[src/rtl/serpot_pkg.sv]
package serpot_pkg;
  localparam int BYTE_W = 8;
  localparam int CNT_W  = $clog2(BYTE_W);

  localparam logic [5:0] ID_PREFIX = 6'b0101_00;

  localparam logic [3:0] OP_RD_WIPER  = 4'b1001;
  localparam logic [3:0] OP_WR_WIPER  = 4'b1010;
  localparam logic [3:0] OP_RD_REG    = 4'b1011;
  localparam logic [3:0] OP_WR_REG    = 4'b1100;
  localparam logic [3:0] OP_REG2WIPER = 4'b1101;
  localparam logic [3:0] OP_WIPER2REG = 4'b1110;
  localparam logic [3:0] OP_STEP      = 4'b0010;
  localparam logic [3:0] OP_STATUS    = 4'b0001;

  localparam logic [1:0] RSRC_WIPER  = 2'd0;
  localparam logic [1:0] RSRC_REG    = 2'd1;
  localparam logic [1:0] RSRC_STATUS = 2'd2;

  typedef enum logic [2:0] {
    ST_IDLE, ST_ID, ST_CMD, ST_WDATA, ST_RDATA, ST_STEP, ST_SKIP
  } frame_st_e;
endpackage

[src/rtl/serpot_sync.sv]
module serpot_sync #(
  parameter int             W       = 4,
  parameter int             STAGES  = 2,
  parameter logic [W-1:0]   RST_VAL = '0
) (
  input  logic         clk_i,
  input  logic         rst_ni,
  input  logic [W-1:0] d_i,
  output logic [W-1:0] q_o
);
  logic [W-1:0] st [STAGES];

  for (genvar s = 0; s < STAGES; s++) begin : g_stage
    if (s == 0) begin : g_first
      always_ff @(posedge clk_i or negedge rst_ni) begin
        if (!rst_ni) st[s] <= RST_VAL;
        else         st[s] <= d_i;
      end
    end else begin : g_next
      always_ff @(posedge clk_i or negedge rst_ni) begin
        if (!rst_ni) st[s] <= RST_VAL;
        else         st[s] <= st[s-1];
      end
    end
  end

  assign q_o = st[STAGES-1];
endmodule

[src/rtl/serpot_frame.sv]
module serpot_frame
  import serpot_pkg::*;
(
  input  logic              clk_i,
  input  logic              rst_ni,
  input  logic              rise_i,
  input  logic              si_i,
  input  logic              cs_high_i,
  input  logic              cs_fall_i,
  input  logic [1:0]        dev_addr_i,
  output logic [3:0]        reg_sel_o,
  output logic [BYTE_W-1:0] wr_data_o,
  output logic              wr_wiper_o,
  output logic              wr_reg_o,
  output logic              xfer_to_wiper_o,
  output logic              xfer_from_wiper_o,
  output logic              step_o,
  output logic              step_up_o,
  output logic              rd_req_o,
  output logic [1:0]        rd_src_o,
  output logic              rd_phase_o
);
  frame_st_e         state;
  logic [CNT_W-1:0]  cnt;
  logic [BYTE_W-2:0] sh;
  logic              wdata_wiper;
  logic [BYTE_W-1:0] byte_v;
  logic              byte_done;
  logic              bank0;

  assign byte_v    = {sh, si_i};
  assign byte_done = rise_i && (cnt == CNT_W'(BYTE_W - 1));
  assign bank0     = (byte_v[1:0] == 2'b00);
  assign rd_phase_o = (state == ST_RDATA);

  always_ff @(posedge clk_i or negedge rst_ni) begin
    if (!rst_ni) begin
      state             <= ST_IDLE;
      cnt               <= '0;
      sh                <= '0;
      wdata_wiper       <= 1'b0;
      reg_sel_o         <= '0;
      wr_data_o         <= '0;
      wr_wiper_o        <= 1'b0;
      wr_reg_o          <= 1'b0;
      xfer_to_wiper_o   <= 1'b0;
      xfer_from_wiper_o <= 1'b0;
      step_o            <= 1'b0;
      step_up_o         <= 1'b0;
      rd_req_o          <= 1'b0;
      rd_src_o          <= RSRC_WIPER;
    end else begin
      wr_wiper_o        <= 1'b0;
      wr_reg_o          <= 1'b0;
      xfer_to_wiper_o   <= 1'b0;
      xfer_from_wiper_o <= 1'b0;
      step_o            <= 1'b0;
      rd_req_o          <= 1'b0;
      if (cs_high_i) begin
        state <= ST_IDLE;
        cnt   <= '0;
      end else if (cs_fall_i) begin
        state <= ST_ID;
        cnt   <= '0;
      end else if (rise_i && state != ST_IDLE) begin
        sh  <= byte_v[BYTE_W-2:0];
        cnt <= cnt + 1'b1;
        unique case (state)
          ST_ID: if (byte_done)
            state <= (byte_v[7:2] == ID_PREFIX && byte_v[1:0] == dev_addr_i)
                     ? ST_CMD : ST_SKIP;
          ST_CMD: if (byte_done) begin
            reg_sel_o <= {byte_v[1:0], byte_v[3:2]};
            state     <= ST_SKIP;
            unique case (byte_v[7:4])
              OP_RD_WIPER: if (bank0) begin
                rd_req_o <= 1'b1; rd_src_o <= RSRC_WIPER; state <= ST_RDATA;
              end
              OP_RD_REG: begin
                rd_req_o <= 1'b1; rd_src_o <= RSRC_REG; state <= ST_RDATA;
              end
              OP_STATUS: begin
                rd_req_o <= 1'b1; rd_src_o <= RSRC_STATUS; state <= ST_RDATA;
              end
              OP_WR_WIPER: if (bank0) begin
                wdata_wiper <= 1'b1; state <= ST_WDATA;
              end
              OP_WR_REG: begin
                wdata_wiper <= 1'b0; state <= ST_WDATA;
              end
              OP_REG2WIPER: if (bank0) xfer_to_wiper_o <= 1'b1;
              OP_WIPER2REG: if (bank0) xfer_from_wiper_o <= 1'b1;
              OP_STEP: if (bank0) state <= ST_STEP;
              default: state <= ST_SKIP;
            endcase
          end
          ST_WDATA: if (byte_done) begin
            wr_data_o  <= byte_v;
            wr_wiper_o <= wdata_wiper;
            wr_reg_o   <= !wdata_wiper;
            state      <= ST_SKIP;
          end
          ST_RDATA: if (byte_done) state <= ST_SKIP;
          ST_STEP: begin
            step_o    <= 1'b1;
            step_up_o <= si_i;
          end
          default: ;
        endcase
      end
    end
  end

  // data strobes only follow a serial rising edge
  p_wr_after_rise_r3: assert property (@(posedge clk_i) disable iff (!rst_ni)
    (wr_wiper_o || wr_reg_o) |-> $past(rise_i));

  p_wiper_bank0_r5: assert property (@(posedge clk_i) disable iff (!rst_ni)
    (wr_wiper_o || xfer_to_wiper_o || xfer_from_wiper_o || step_o) |-> (reg_sel_o[3:2] == 2'b00));

  p_one_strobe_r11: assert property (@(posedge clk_i) disable iff (!rst_ni)
    $onehot0({wr_wiper_o, wr_reg_o, xfer_to_wiper_o, xfer_from_wiper_o, step_o, rd_req_o}));
endmodule

[src/rtl/serpot_shift_out.sv]
module serpot_shift_out
  import serpot_pkg::*;
(
  input  logic              clk_i,
  input  logic              rst_ni,
  input  logic              load_i,
  input  logic [BYTE_W-1:0] load_val_i,
  input  logic              fall_i,
  input  logic              en_i,
  output logic              so_o
);
  logic [BYTE_W-1:0] sh;
  logic              so_q;

  always_ff @(posedge clk_i or negedge rst_ni) begin
    if (!rst_ni) begin
      sh   <= '0;
      so_q <= 1'b0;
    end else if (load_i) begin
      sh <= load_val_i;
    end else if (fall_i && en_i) begin
      so_q <= sh[BYTE_W-1];
      sh   <= {sh[BYTE_W-2:0], 1'b0};
    end
  end

  assign so_o = so_q;

  p_so_on_fall_r6: assert property (@(posedge clk_i) disable iff (!rst_ni)
    !$stable(so_q) |-> $past(fall_i && en_i));
endmodule

[src/rtl/serpot_cmd.sv]
module serpot_cmd
  import serpot_pkg::*;
(
  input  logic        clk_i,
  input  logic        rst_ni,
  input  logic        sck_i,
  input  logic        si_i,
  input  logic        cs_ni,
  input  logic        hold_ni,
  input  logic [1:0]  dev_addr_i,
  input  logic        wip_i,
  input  logic [7:0]  rd_data_i,
  output logic        so_o,
  output logic        so_oe_o,
  output logic [3:0]  reg_sel_o,
  output logic [7:0]  wr_data_o,
  output logic        wr_wiper_o,
  output logic        wr_reg_o,
  output logic        xfer_to_wiper_o,
  output logic        xfer_from_wiper_o,
  output logic        step_o,
  output logic        step_up_o,
  output logic        rd_req_o,
  output logic [1:0]  rd_src_o
);
  localparam int SYNC_STAGES = 2;

  logic [3:0] sync_q;
  logic sck_d, si_d, cs_d, hold_d;
  logic sck_q, cs_q, paused;
  logic rise, fall, rd_phase;
  logic [BYTE_W-1:0] load_val;

  // cs resets low so a select held low through reset is not seen as a fall
  serpot_sync #(.W(4), .STAGES(SYNC_STAGES), .RST_VAL(4'b1000)) u_sync (
    .clk_i (clk_i),
    .rst_ni(rst_ni),
    .d_i   ({hold_ni, cs_ni, si_i, sck_i}),
    .q_o   (sync_q)
  );
  assign {hold_d, cs_d, si_d, sck_d} = sync_q;

  always_ff @(posedge clk_i or negedge rst_ni) begin
    if (!rst_ni) begin
      sck_q  <= 1'b0;
      cs_q   <= 1'b0;
      paused <= 1'b0;
    end else begin
      sck_q <= sck_d;
      cs_q  <= cs_d;
      if (cs_d)        paused <= 1'b0;
      else if (!sck_d) paused <= !hold_d;
    end
  end

  assign rise = sck_d && !sck_q && !paused;
  assign fall = !sck_d && sck_q && !paused;

  serpot_frame u_frame (
    .clk_i            (clk_i),
    .rst_ni           (rst_ni),
    .rise_i           (rise),
    .si_i             (si_d),
    .cs_high_i        (cs_d),
    .cs_fall_i        (cs_q && !cs_d),
    .dev_addr_i       (dev_addr_i),
    .reg_sel_o        (reg_sel_o),
    .wr_data_o        (wr_data_o),
    .wr_wiper_o       (wr_wiper_o),
    .wr_reg_o         (wr_reg_o),
    .xfer_to_wiper_o  (xfer_to_wiper_o),
    .xfer_from_wiper_o(xfer_from_wiper_o),
    .step_o           (step_o),
    .step_up_o        (step_up_o),
    .rd_req_o         (rd_req_o),
    .rd_src_o         (rd_src_o),
    .rd_phase_o       (rd_phase)
  );

  assign load_val = (rd_src_o == RSRC_STATUS) ? {{(BYTE_W-1){1'b0}}, wip_i} : rd_data_i;

  serpot_shift_out u_shift (
    .clk_i     (clk_i),
    .rst_ni    (rst_ni),
    .load_i    (rd_req_o),
    .load_val_i(load_val),
    .fall_i    (fall),
    .en_i      (rd_phase),
    .so_o      (so_o)
  );

  assign so_oe_o = rd_phase && !paused;

  p_pause_sck_low_r9: assert property (@(posedge clk_i) disable iff (!rst_ni)
    $rose(paused) |-> $past(!sck_d));

  p_so_hiz_cs_r10: assert property (@(posedge clk_i) disable iff (!rst_ni)
    cs_d |=> !so_oe_o);

  p_cs_quiet_r2: assert property (@(posedge clk_i) disable iff (!rst_ni)
    cs_d |=> !(wr_wiper_o || wr_reg_o || xfer_to_wiper_o || xfer_from_wiper_o || step_o || rd_req_o));
endmodule

[config.mk]
export PLATFORM = sky130hd
export DESIGN_NAME = serpot_cmd
export DESIGN_NICKNAME = d
export VERILOG_FILES = /design/src/rtl/serpot_pkg.sv /design/src/rtl/serpot_sync.sv /design/src/rtl/serpot_frame.sv /design/src/rtl/serpot_shift_out.sv /design/src/rtl/serpot_cmd.sv
export SDC_FILE = /design/constraint.sdc
export NUM_CORES = 1
export LEC_CHECK = 0
export ABC_AREA = 1
export BUFFER_PORTS_ARGS = -buffer_cell sky130_fd_sc_hd__buf_2
export CAP_MARGIN = 10
export CORE_UTILIZATION = 60
export DETAILED_ROUTE_END_ITERATION = 7
export PLACE_DENSITY = 0.84
export REMOVE_ABC_BUFFERS = 1
export SKIP_LAST_GASP = 1
export SLEW_MARGIN = 20
export SYNTH_ARGS = -nofsm -noshare
export SYNTH_HDL_FRONTEND = slang
export SYNTH_SLANG_ARGS = --single-unit
[constraint.sdc]
create_clock -name clk_i -period 3.1 [get_ports clk_i]
set_input_delay 0.93 -clock clk_i [delete_from_list [all_inputs] [get_ports clk_i]]
set_output_delay 0.93 -clock clk_i [all_outputs]
set_load 0.005 [all_outputs]
### After elaboration in Yosys (flattened, before gate mapping)

Cells that the tools add are included.

* mux-type cells: 57
* bitwise logic cells: 3
* reduce and logical (&&, ||, !) cells: 33
* $add $sub $neg: 1
* equal/unequal tests: 23

Operators with widths (count)
* $mux W1: 35
* $mux W3: 11
* $eq A4 B4 Y1 const B: 6
* $mux W8: 3
* $pmux W3 S5: 1
* $reduce_and A5 Y1: 3
* $reduce_and A7 Y1: 2
* $logic_and A1 B1 Y1: 10
* $eq A3 B3 Y1 const B: 3
* $pmux W3 S3: 1
* $reduce_bool A3 Y1: 3
* $ne A4 B2 Y1 const B: 2
* $eq A3 B2 Y1 const B: 2
* $eq A6 B5 Y1 const B: 1
* $logic_not A1 Y1: 6
* $mux W2: 3
* $ne A2 B1 Y1 const B: 3
* $pmux W2 S3: 1
* $reduce_bool A5 Y1: 1
* $eq A4 B1 Y1 const B: 1
* $eq A4 B2 Y1 const B: 1
* $ne A4 B1 Y1 const B: 1
* $pmux W1 S2: 2
* $reduce_and A4 Y1: 1
* other kinds (10): 14

* bits in registers: 55
* logic and storage cells: 138
* bits of input ports: 17
* output and inout port bits: 23

### Longest topological paths before layout

Gate-level depths: netlist of run 1.

* depth after elaboration: 9
* depth in mapped cells: 11
* depth with buffers taken out: 10

### Modules after synthesis

A second synthesis of run 1 with hierarchy kept.

* cell total of the unflattened synthesis: 313
* area total of the unflattened synthesis: 2577.5 um^2

Modules (own cells, without submodules)
* serpot_frame: area each 1666.6 um^2, sequential area each 875.8 um^2, times used 1, cells each 203
* serpot_shift_out: area each 471.7 um^2, sequential area each 225.2 um^2, times used 1, cells each 62
* serpot_sync: area each 232.7 um^2, sequential area each 202.7 um^2, times used 1, cells each 12
* serpot_cmd: area each 206.4 um^2, sequential area each 75.1 um^2, times used 1, cells each 36

### Worst setup path before layout of run 1

OpenSTA, ideal clock, no wires.

* path type: reg2out
* start: register u_frame.state[0]
* end: output port so_oe_o
* slack: 1.363 ns
* data arrival time: 0.807 ns
* path buffers: 0
* data required time: 2.170 ns
* cell stages (with the launch flop): 4
* cell sequence: dfrtp_1 -> nor2_2 -> nand2_1 -> nor2_2

* longest elaborated chain between the ends: 2

RTL lines
* start: declaration: line serpot_frame.sv:23 `frame_st_e state;`
* start signal: assignment: line serpot_frame.sv:70 `state <= (byte_v[7:2] == ID_PREFIX && byte_v[1:0] == dev_addr_i)`
* $eq A3 B3 Y1: line serpot_frame.sv:34 `assign rd_phase_o = (state == ST_RDATA);`
* $logic_and A1 B1 Y1: line serpot_cmd.sv:92 `assign so_oe_o = rd_phase && !paused;`
* end: declaration: line serpot_cmd.sv:14 `output logic so_oe_o,`

Every way passes these cells.

### Worst setup path in the final report of run 1

Ends and elaborated chain as after synthesis.

==> results by group, run 1 <==
Run status
  – Status: finished, final reports clean

Synth
  – Avg Inst Size Synth: 9.01 µm²
  – Multiplexer area fraction after synthesis: 0
  – Post-synth top cells: nand2_1, dfrtp_1, nand3_1
  – Post-synthesis adder-cell area fraction: 0.00992
  – Number of synthesized flops with an enable pin: 0
  – Main combinational cell family by area after synthesis: simple AND/OR/NAND/NOR gates
  – Cell variety after synth: 28
  – Ranking of synthesized cells by area: dfrtp_1, nand2_1, nand3_1
  – Count leader, synth: nand2_1
  – Post-synth top area share: 0.526
  – Compound-Gate Fraction of Synth Area: 0.0654
  – Post-synth design cell area: 2520 µm²
  – Synthesized flop and latch total: 55
  – Post-synth ARST share: 1.00
  – Area leader, netlist: dfrtp_1
  – Simple-Gate Fraction of Synth Area: 0.311
  – Sequential area share after synthesis: 0.546
  – Post-Synthesis Cells: 280
  – Total of warnings raised by yosys: 0
  – Synth Flop Type: dfrtp_1
  – Post-synthesis xor/xnor area fraction: 0.00694

Clocking
  – Postcts setup bufs: 0
  – CTS sink count: 55
  – CTS Buffer Depth: 2
  – Root Buffer: clkbuf_8
  – CTS tree: done
  – Post-CTS Hold Fix Bufs: 0
  – TritonCTS buffer count: 5
  – Clock latency on the worst-skew pair: 0.31 ns
  – Post_cts resized: 0
  – H-tree lvl count: 2
  – CTS clock-pin slew for the worst setup and hold paths: 0.08 ns

Worst setup path
  – CP startpoint kind: flop
  – CP max FO: 5
  – Crit. End Element: primary output
  – Worst r2r src: u_frame.cnt[0]
  – Worst R2R Path Depth: 7
  – Worst r2r dst: u_frame.wr_data_o[5]
  – Arrival time at the worst endpoint: 1.31 ns
  – Critical path class: flop to primary output
  – WP data required: 2.17 ns
  – R2R Setup Slk: 1.36 ns

Cells and area
  – Antenna cells: 0
  – Layout Utilization: 0.713
  – Non-Filler Cell Area, Final: 2870 µm²
  – Synth-to-layout area growth: 13.8%
  – Ratio of cells with drive above 1 in the final layout: 0.243
  – Fillers: 313
  – Nets@finish: 343

Floorplan
  – Starting Density: 0.626
  – Io pins: 40
  – Die area: 4470 µm²
  – Die outline height: 66.9 µm
  – # rows: 23
  – DIE WIDTH: 66.9 µm
  – Core area: 4030 µm²

Global routing
  – Largest net degree at the start of global routing: 29
  – Antenna violations before repair: 0
  – First-pass GRT wire length: 7.53 mm
  – Vias in the first global route: 1816
  – GRT overflow: 0
  – Total GRT Usage: 0.229

Timing
  – Tightest Pin Transition: 0.635 ns
  – Post-route minimum period: 2.24 ns
  – RSZ-0062 raised after global routing: no
  – Final TNS setup: 0 ns
  – Period utilization: 0.723
  – Worst Skew: 0.0101 ns
  – Hold Vio Cnt, Final: 0
  – Setup WS post-layout: 0.858 ns
  – Endpoints failing setup: 0
  – Relative slew margins: 0.576
  – Fmax: 446 MHz
  – Slew Viols, Final: 0

Worst hold path
  – Worst Hold Class: flop to flop
  – Hold path depth: 0
  – WHS Endpoint: u_sync.q_o[2]
  – Worst hold start: u_sync.st[6]

Place
  – Port Buf Inserts: 39
  – Area post-placement: 2770 µm²
  – GPL Wtd Cong: 0.963
  – Setup WS pre-CTS: 1.18 ns
  – DP HPWL: 3.30 mm

Drt
  – Vias per cell: 5.20
  – Wire per inst: 11.9 µm
  – Pre-antenna DRT Iters: 5
  – Via count: 1950
  – DRT Wirelength: 4.48 mm
  – Routed Antenna Nets: 0
  – DRC Markers: 0
  – Initial DRC count: 141

Pwr
  – Pleak: 1.52 nW
  – Power Dens Cells: 445 nW/µm²
  – Peak supply drop: 0.363 mV

Flow run
  – Max-cap viol count: 0
-- through the flow --
step	hold slack [ns]	total power, W	instances
after detailed placement	0.335	0.000835	367
after global routing	0.360	0.00132	375
after floorplan	0.331	0.000796	277
final	0.353	0.00128	375
after global placement	0.332	0.000831	367
after CTS	0.356	0.00128	375
-- logic make-up after synthesis --
family	after synthesis
adder cells (fa/ha/maj)	2
AND/OR/NAND/NOR	161
buffers and inverters	33
XOR/XNOR	2
AO/OA/AOI/OAI	27
flip-flops	55
-- registers in the layout (all words and copies together) (netlist names) --
signal	count
u_frame.xfer_from_wiper_o	1
u_frame.wr_wiper_o	1
u_frame.state	3
u_frame.wr_data_o	8
u_frame.step_o	1
u_shift.sh	8
u_frame.rd_req_o	1
u_frame.rd_src_o	2
cs_q	1
u_frame.cnt	3
paused	1
u_frame.wdata_wiper	1
u_shift.so_o	1
u_frame.wr_reg_o	1
sck_q	1
u_frame.reg_sel_o	4
u_sync.st	4
u_frame.sh	7
u_frame.xfer_to_wiper_o	1
u_frame.step_up_o	1
u_sync.q_o	4
-- power breakdown --
part | leakage [nW] | internal (W) | switching, W
clock network | 0.0524 | 0.000242 | 0.000217
logic | 0.766 | 0.0000241 | 0.0000463
registers | 0.703 | 0.000736 | 0.0000126
total | 1.52 | 0.00100 | 0.000276
-- how the worst max path moves through the flow --
stage                     start       to  slack (ns)  depth (start not counted)
2_1_floorplan  u_frame.state[0]  so_oe_o        1.36                          3
3_3_place_gp   u_frame.state[0]  so_oe_o        1.22                          4
3_5_place_dp   u_frame.state[0]  so_oe_o        1.18                          4
4_1_cts        u_frame.state[0]  so_oe_o        0.84                          4
5_1_grt        u_frame.state[0]  so_oe_o        0.80                          4
6_report       u_frame.state[0]  so_oe_o        0.86                          4
-- worst max-delay path, stage by stage (launching register included) --
cell     delay (ns)
dfrtp_1        0.44
nor2_2         0.18
nand2_1        0.10
nor2_2         0.15
buf_2          0.14
-- cells in the final DEF, fill, tap and decap left out, drive strengths merged --
cell     n
dfstp    2
dfrtp   53
xnor2    2
a21oi    1
nor3     3
bufinv   1
clkbuf   7
o21ai   26
nand3   33
nor2    34
buf     40
inv     29
clkinv   1
nand4    1
nand2   90
ha       2
-- layout make-up --
| cell class | count | area [µm²] | area share |
|---|---|---|---|
| clock buffers | 7 | 76.3 | 0.0266 |
| clock inverters | 1 | 30.0 | 0.0105 |
| inverters | 30 | 115 | 0.0401 |
| multi-input cells | 192 | 993 | 0.346 |
| flip-flops and latches | 55 | 1380 | 0.480 |
| well taps | 50 | 62.6 | 0.0218 |
| repair buffers | 40 | 215 | 0.0749 |
-- metal layers --
layer / track usage / wire (µm) / vias up
met5: 0 / 0 / -
met4: 0.106 / 126 / 0
met3: 0.0394 / 188 / 13
met2: 0.396 / 2140 / 59
met1: 0.276 / 2030 / 897
li1: - / - / 981
No activity file was read; power rests on OpenSTA's default activity.
==> run 2, diff against run 1 <==
Settings changed: CORE_UTILIZATION 60 to 56, PLACE_DENSITY 0.84 to 0.79.
Clock period 3.1 ns to 2.1 ns, I/O delays scaled along.
==> run 2 against run 1 <==
Via count shrank 1.3%. Count of clock-buffer cells in the layout is the same. Register-to-register slack lost 0.99 ns. Clock skew is essentially flat. Total power grew 37%. Non-clock buffer count grew 2. Die area grew 6.9%. Critical path depth is the same. Largest cell class unchanged.
==> results by group, run 2 (synthesis results as in run 1) <==
Run status
  – Status: finished, final reports clean

Worst setup path
  – Crit path from: u_frame.state[0]
  – Crit. End Element: primary output
  – Arrival time at the worst endpoint: 1.35 ns
  – CP startpoint kind: flop
  – WP data required: 1.47 ns
  – Worst r2r src: u_frame.cnt[0]
  – Critical path class: flop to primary output
  – CP max FO: 5

Timing
  – Fmax: 504 MHz
  – Tightest Pin Transition: 0.428 ns
  – Period utilization: 0.944
  – RSZ-0062 raised after global routing: no
  – Fin Hold WS: 0.204 ns
  – Slew Viols, Final: 0
  – Post-route minimum period: 1.98 ns
  – Setup WS post-layout: 0.118 ns
  – Final TNS setup: 0 ns
  – Endpoints failing setup: 0
  – Relative slew margins: 0.713
  – Worst Skew: 0.0106 ns
  – Hold Vio Cnt, Final: 0

Global routing
  – Total GRT Usage: 0.206
  – GRT overflow: 0
  – Antenna violations before repair: 0
  – Vias in the first global route: 1769
  – Largest net degree at the start of global routing: 23
  – First-pass GRT wire length: 7.82 mm

Floorplan
  – Die area: 4780 µm²
  – Starting Density: 0.580
  – Core area: 4350 µm²
  – Io pins: 40
  – Die outline height: 69.1 µm
  – DIE WIDTH: 69.1 µm
  – # rows: 24

Worst hold path
  – Worst Hold Class: input pin to asynchronous set/reset pin

Cells and area
  – Ratio of cells with drive above 1 in the final layout: 0.248
  – Antenna cells: 0
  – Nets@finish: 345
  – Commonest cells after routing, fill and taps aside: nand2_1, dfrtp_1, buf_2, nand3_1, nor2_1
  – Synth-to-layout area growth: 13.7%
  – Biggest regs: u_frame.wr_data_o x8, u_shift.sh x8, u_frame.sh x7
  – Most common cell after layout, fill and taps aside: nand2_1

Pwr
  – Peak supply drop: 0.425 mV
  – Power Dens Cells: 610 nW/µm²
  – Pleak: 1.52 nW

Clocking
  – CTS Buffer Depth: 2
  – H-tree lvl count: 2
  – Root Buffer: clkbuf_8
  – TritonCTS buffer count: 5
  – Clock latency on the worst-skew pair: 0.30 ns
  – CTS sink count: 55
  – CTS tree: done
  – CTS clock-pin slew for the worst setup and hold paths: 0.09 ns

Flow run
  – Max-cap viol count: 0

Drt
  – DRT Wirelength: 4.49 mm
  – Initial DRC count: 170
  – DRC Markers: 0
  – Wire per inst: 11.8 µm
  – Routed Antenna Nets: 0
  – Via count: 1924
  – Pre-antenna DRT Iters: 4
  – Vias per cell: 5.08

Place
  – DP HPWL: 3.39 mm
  – Port Buf Inserts: 39
  – Setup WS pre-CTS: 0.356 ns
  – GPL Wtd Cong: 0.939
-- run 2: path summary, 6_finish.rpt --
kind	endpoint	slack, ns	depth (start not counted)
max	so_oe_o	0.12	4
min	u_frame.sh[0]	0.20	1
max reg2reg	u_frame.wr_data_o[1]	0.37	7
min reg2reg	u_sync.q_o[0]	0.35	0
max in group asynchronous	u_sync.st[7]	1.33	2
min in group clk_i	u_sync.q_o[0]	0.35	0
-- run 2: area by class of cell --
class                   count  area [µm²]
repair buffers             42         230
flip-flops and latches     55        1380
clock buffers               7        76.3
multi-input cells         192         998
clock inverters             1        5.00
well taps                  52        65.1
fillers                   367        1490
inverters                  30         115
-- run 2: routing by layer --
layer	GRT usage	part of all wire
met2	0.313	0.46
met4	0.0794	0.019
met5	0	0
met3	0.0468	0.039
met1	0.289	0.48
-- run 2: what timing repair did --
item	in CTS	in global routing
hold buffers	0	0
setup endpoints to repair	0	1
setup buffers	0	0
gates resized for setup	0	1
-- run 2: power by group --
group,switching (W),internal [W]
sequential,0.0000196,0.00109
combinational,0.0000673,0.0000387
clock,0.000304,0.000234
-- run 2: per-stage QoR --
step,cells,power (W),cell area [µm²],utilization
5_1_grt,379,0.00184,2870,0.659
4_1_cts,379,0.00177,2860,0.658
2_1_floorplan,277,0.00118,2490,-
3_5_place_dp,371,0.00123,2780,0.639
6_report,379,0.00175,2870,0.659
3_3_place_gp,371,0.00123,2780,0.639
-- run 2: critical path: stages, from the launching register on --
cell,delay [ns]
dfrtp_1,0.47
nor2_4,0.16
nand2_1,0.12
nor2_2,0.16
buf_2,0.14
==> run 3, diff against run 2 <==
Settings changed: CORE_UTILIZATION 56 to 60, PLACE_DENSITY 0.79 to 0.84.
Clock period 2.1 ns to 2.3 ns, I/O delays scaled along.
==> run 3 against run 2 <==
Worst hold slack improved by 0.15 ns. Critical path type unchanged. Highest routed layer unchanged. Critical path depth did not move. Sequential share of layout area barely moved.
==> results by group, run 3 (synthesis results as in run 1) <==
Drt
  – Routed Antenna Nets: 0
  – Via count: 1927
  – Vias per cell: 5.15
  – DRC Markers: 0
  – Pre-antenna DRT Iters: 5
  – Initial DRC count: 157
  – DRT Wirelength: 4.55 mm
  – Wire per inst: 12.2 µm

Floorplan
  – DIE WIDTH: 66.9 µm
  – Die outline height: 66.9 µm
  – # rows: 23
  – Io pins: 40
  – Die area: 4470 µm²
  – Core area: 4030 µm²
  – Starting Density: 0.626

Worst hold path
  – Hold path depth: 0
  – Worst Hold Class: flop to flop

Cells and area
  – Most common cell after layout, fill and taps aside: nand2_1
  – Ratio of cells with drive above 1 in the final layout: 0.244
  – Nets@finish: 343
  – Cell Count, Final, Fillers Out: 374
  – Synth-to-layout area growth: 13.6%
  – Commonest cells after routing, fill and taps aside: nand2_1, dfrtp_1, buf_2, nand3_1, nor2_1
  – Biggest regs: u_frame.wr_data_o x8, u_shift.sh x8, u_frame.sh x7
  – Antenna cells: 0

Worst setup path
  – Critical path depth: 4
  – R2R Setup Slk: 0.49 ns
  – Worst-path cell chain: nor2_2 -> nand2_1 -> nor2_2 -> buf_2
  – Worst R2R Path Depth: 7
  – WP data required: 1.61 ns
  – Crit. End Element: primary output
  – Worst path most repeated cell: nor2_2
  – Family with the most delay on the worst path: flip-flops
  – Arrival time at the worst endpoint: 1.33 ns
  – CP startpoint kind: flop
  – Slowest stage delay, CP: 0.45 ns
  – Crit path buf inv count: 1
  – Crit-path slowest cell: dfrtp_1
  – CP max FO: 5
  – Critical path class: flop to primary output

Clocking
  – CTS Buffer Depth: 2
  – Postcts setup bufs: 0
  – H-tree lvl count: 2
  – CTS sink count: 55
  – TritonCTS buffer count: 5
  – CTS tree: done
  – Clock latency on the worst-skew pair: 0.30 ns
  – Post_cts resized: 0
  – Root Buffer: clkbuf_8
  – CTS clock-pin slew for the worst setup and hold paths: 0.09 ns
  – Post-CTS Hold Fix Bufs: 0

Global routing
  – Vias in the first global route: 1758
  – First-pass GRT wire length: 7.52 mm
  – Total GRT Usage: 0.231
  – Antenna violations before repair: 0
  – Largest net degree at the start of global routing: 56
  – GRT overflow: 0

Place
  – GPL Wtd Cong: 0.926
  – Port Buf Inserts: 39
  – DP HPWL: 3.30 mm
  – Placed cells: 367

Pwr
  – Peak supply drop: 0.467 mV
  – Power Total: 0.00170 W
  – Power Dens Cells: 592 nW/µm²
  – Pleak: 1.52 nW

Timing
  – Tightest Pin Transition: 0.425 ns
  – Slew Viols, Final: 0
  – Period utilization: 0.880
  – Endpoints failing setup: 0
  – Final TNS setup: 0 ns
  – Post-route minimum period: 2.02 ns
  – Fmax: 494 MHz
  – Hold Vio Cnt, Final: 0
  – Worst Skew: 0.00840 ns
  – RSZ-0062 raised after global routing: no
  – Relative slew margins: 0.716

Run status
  – Status: finished, final reports clean

Flow run
  – Max-cap viol count: 0
## run 3: changes by cell type in the layout (fill, tap and decap cells not counted)
| cell | change |
|---|---|
| buf_4 | -2 |
| bufinv_16 | +1 |
| clkbuf_1 | -1 |
| clkinv_2 | -1 |
| nor2_2 | +1 |
| nor2_4 | -1 |
## run 3: layout make-up
class                           count  area (µm²)
Tap cell                           50        62.6
Timing Repair Buffer               40         215
Sequential cell                    55        1380
Multi-Input combinational cell    192         993
Inverter                           30         115
Clock inverter                      1        30.0
Clock buffer                        6        72.6
Fill cell                         312        1160
## run 3: final timing paths
path | startpoint | endpoint
hold reg to reg | u_sync.st[4] | u_sync.q_o[0]
hold / removal | u_sync.st[4] | u_sync.q_o[0]
max in group asynchronous | rst_ni | u_sync.q_o[3]
min in group asynchronous | rst_ni | u_frame.rd_req_o
setup / recovery | u_frame.state[1] | so_oe_o
setup reg to reg | u_frame.cnt[1] | u_frame.wr_data_o[4]
## run 3: routing by layer
metal	track usage	up-vias	part of all wire
met3	0.0514	11	0.050
met5	0	-	0
met4	0.0878	0	0.020
met2	0.395	60	0.48
li1	-	972	-
met1	0.282	884	0.45
## run 3: power breakdown
| group | leakage, nW | internal, W | total, W | switching [W] |
|---|---|---|---|---|
| clock network | 0.0513 | 0.000319 | 0.000598 | 0.000279 |
| registers | 0.703 | 0.000992 | 0.00101 | 0.0000168 |
| logic | 0.766 | 0.0000328 | 0.0000926 | 0.0000598 |
| total | 1.52 | 0.00134 | 0.00170 | 0.000355 |
## run 3: metrics by stage
stage	hold WS, ns	utilization	worst slack [ns]	area, µm²
final	0.353	0.712	0.276	2870
after global routing	0.373	0.712	0.203	2870
after CTS	0.355	0.712	0.273	2870
after detailed placement	0.336	0.686	0.519	2770
after global placement	0.332	0.686	0.633	2770
after floorplan	0.331	-	0.747	2490
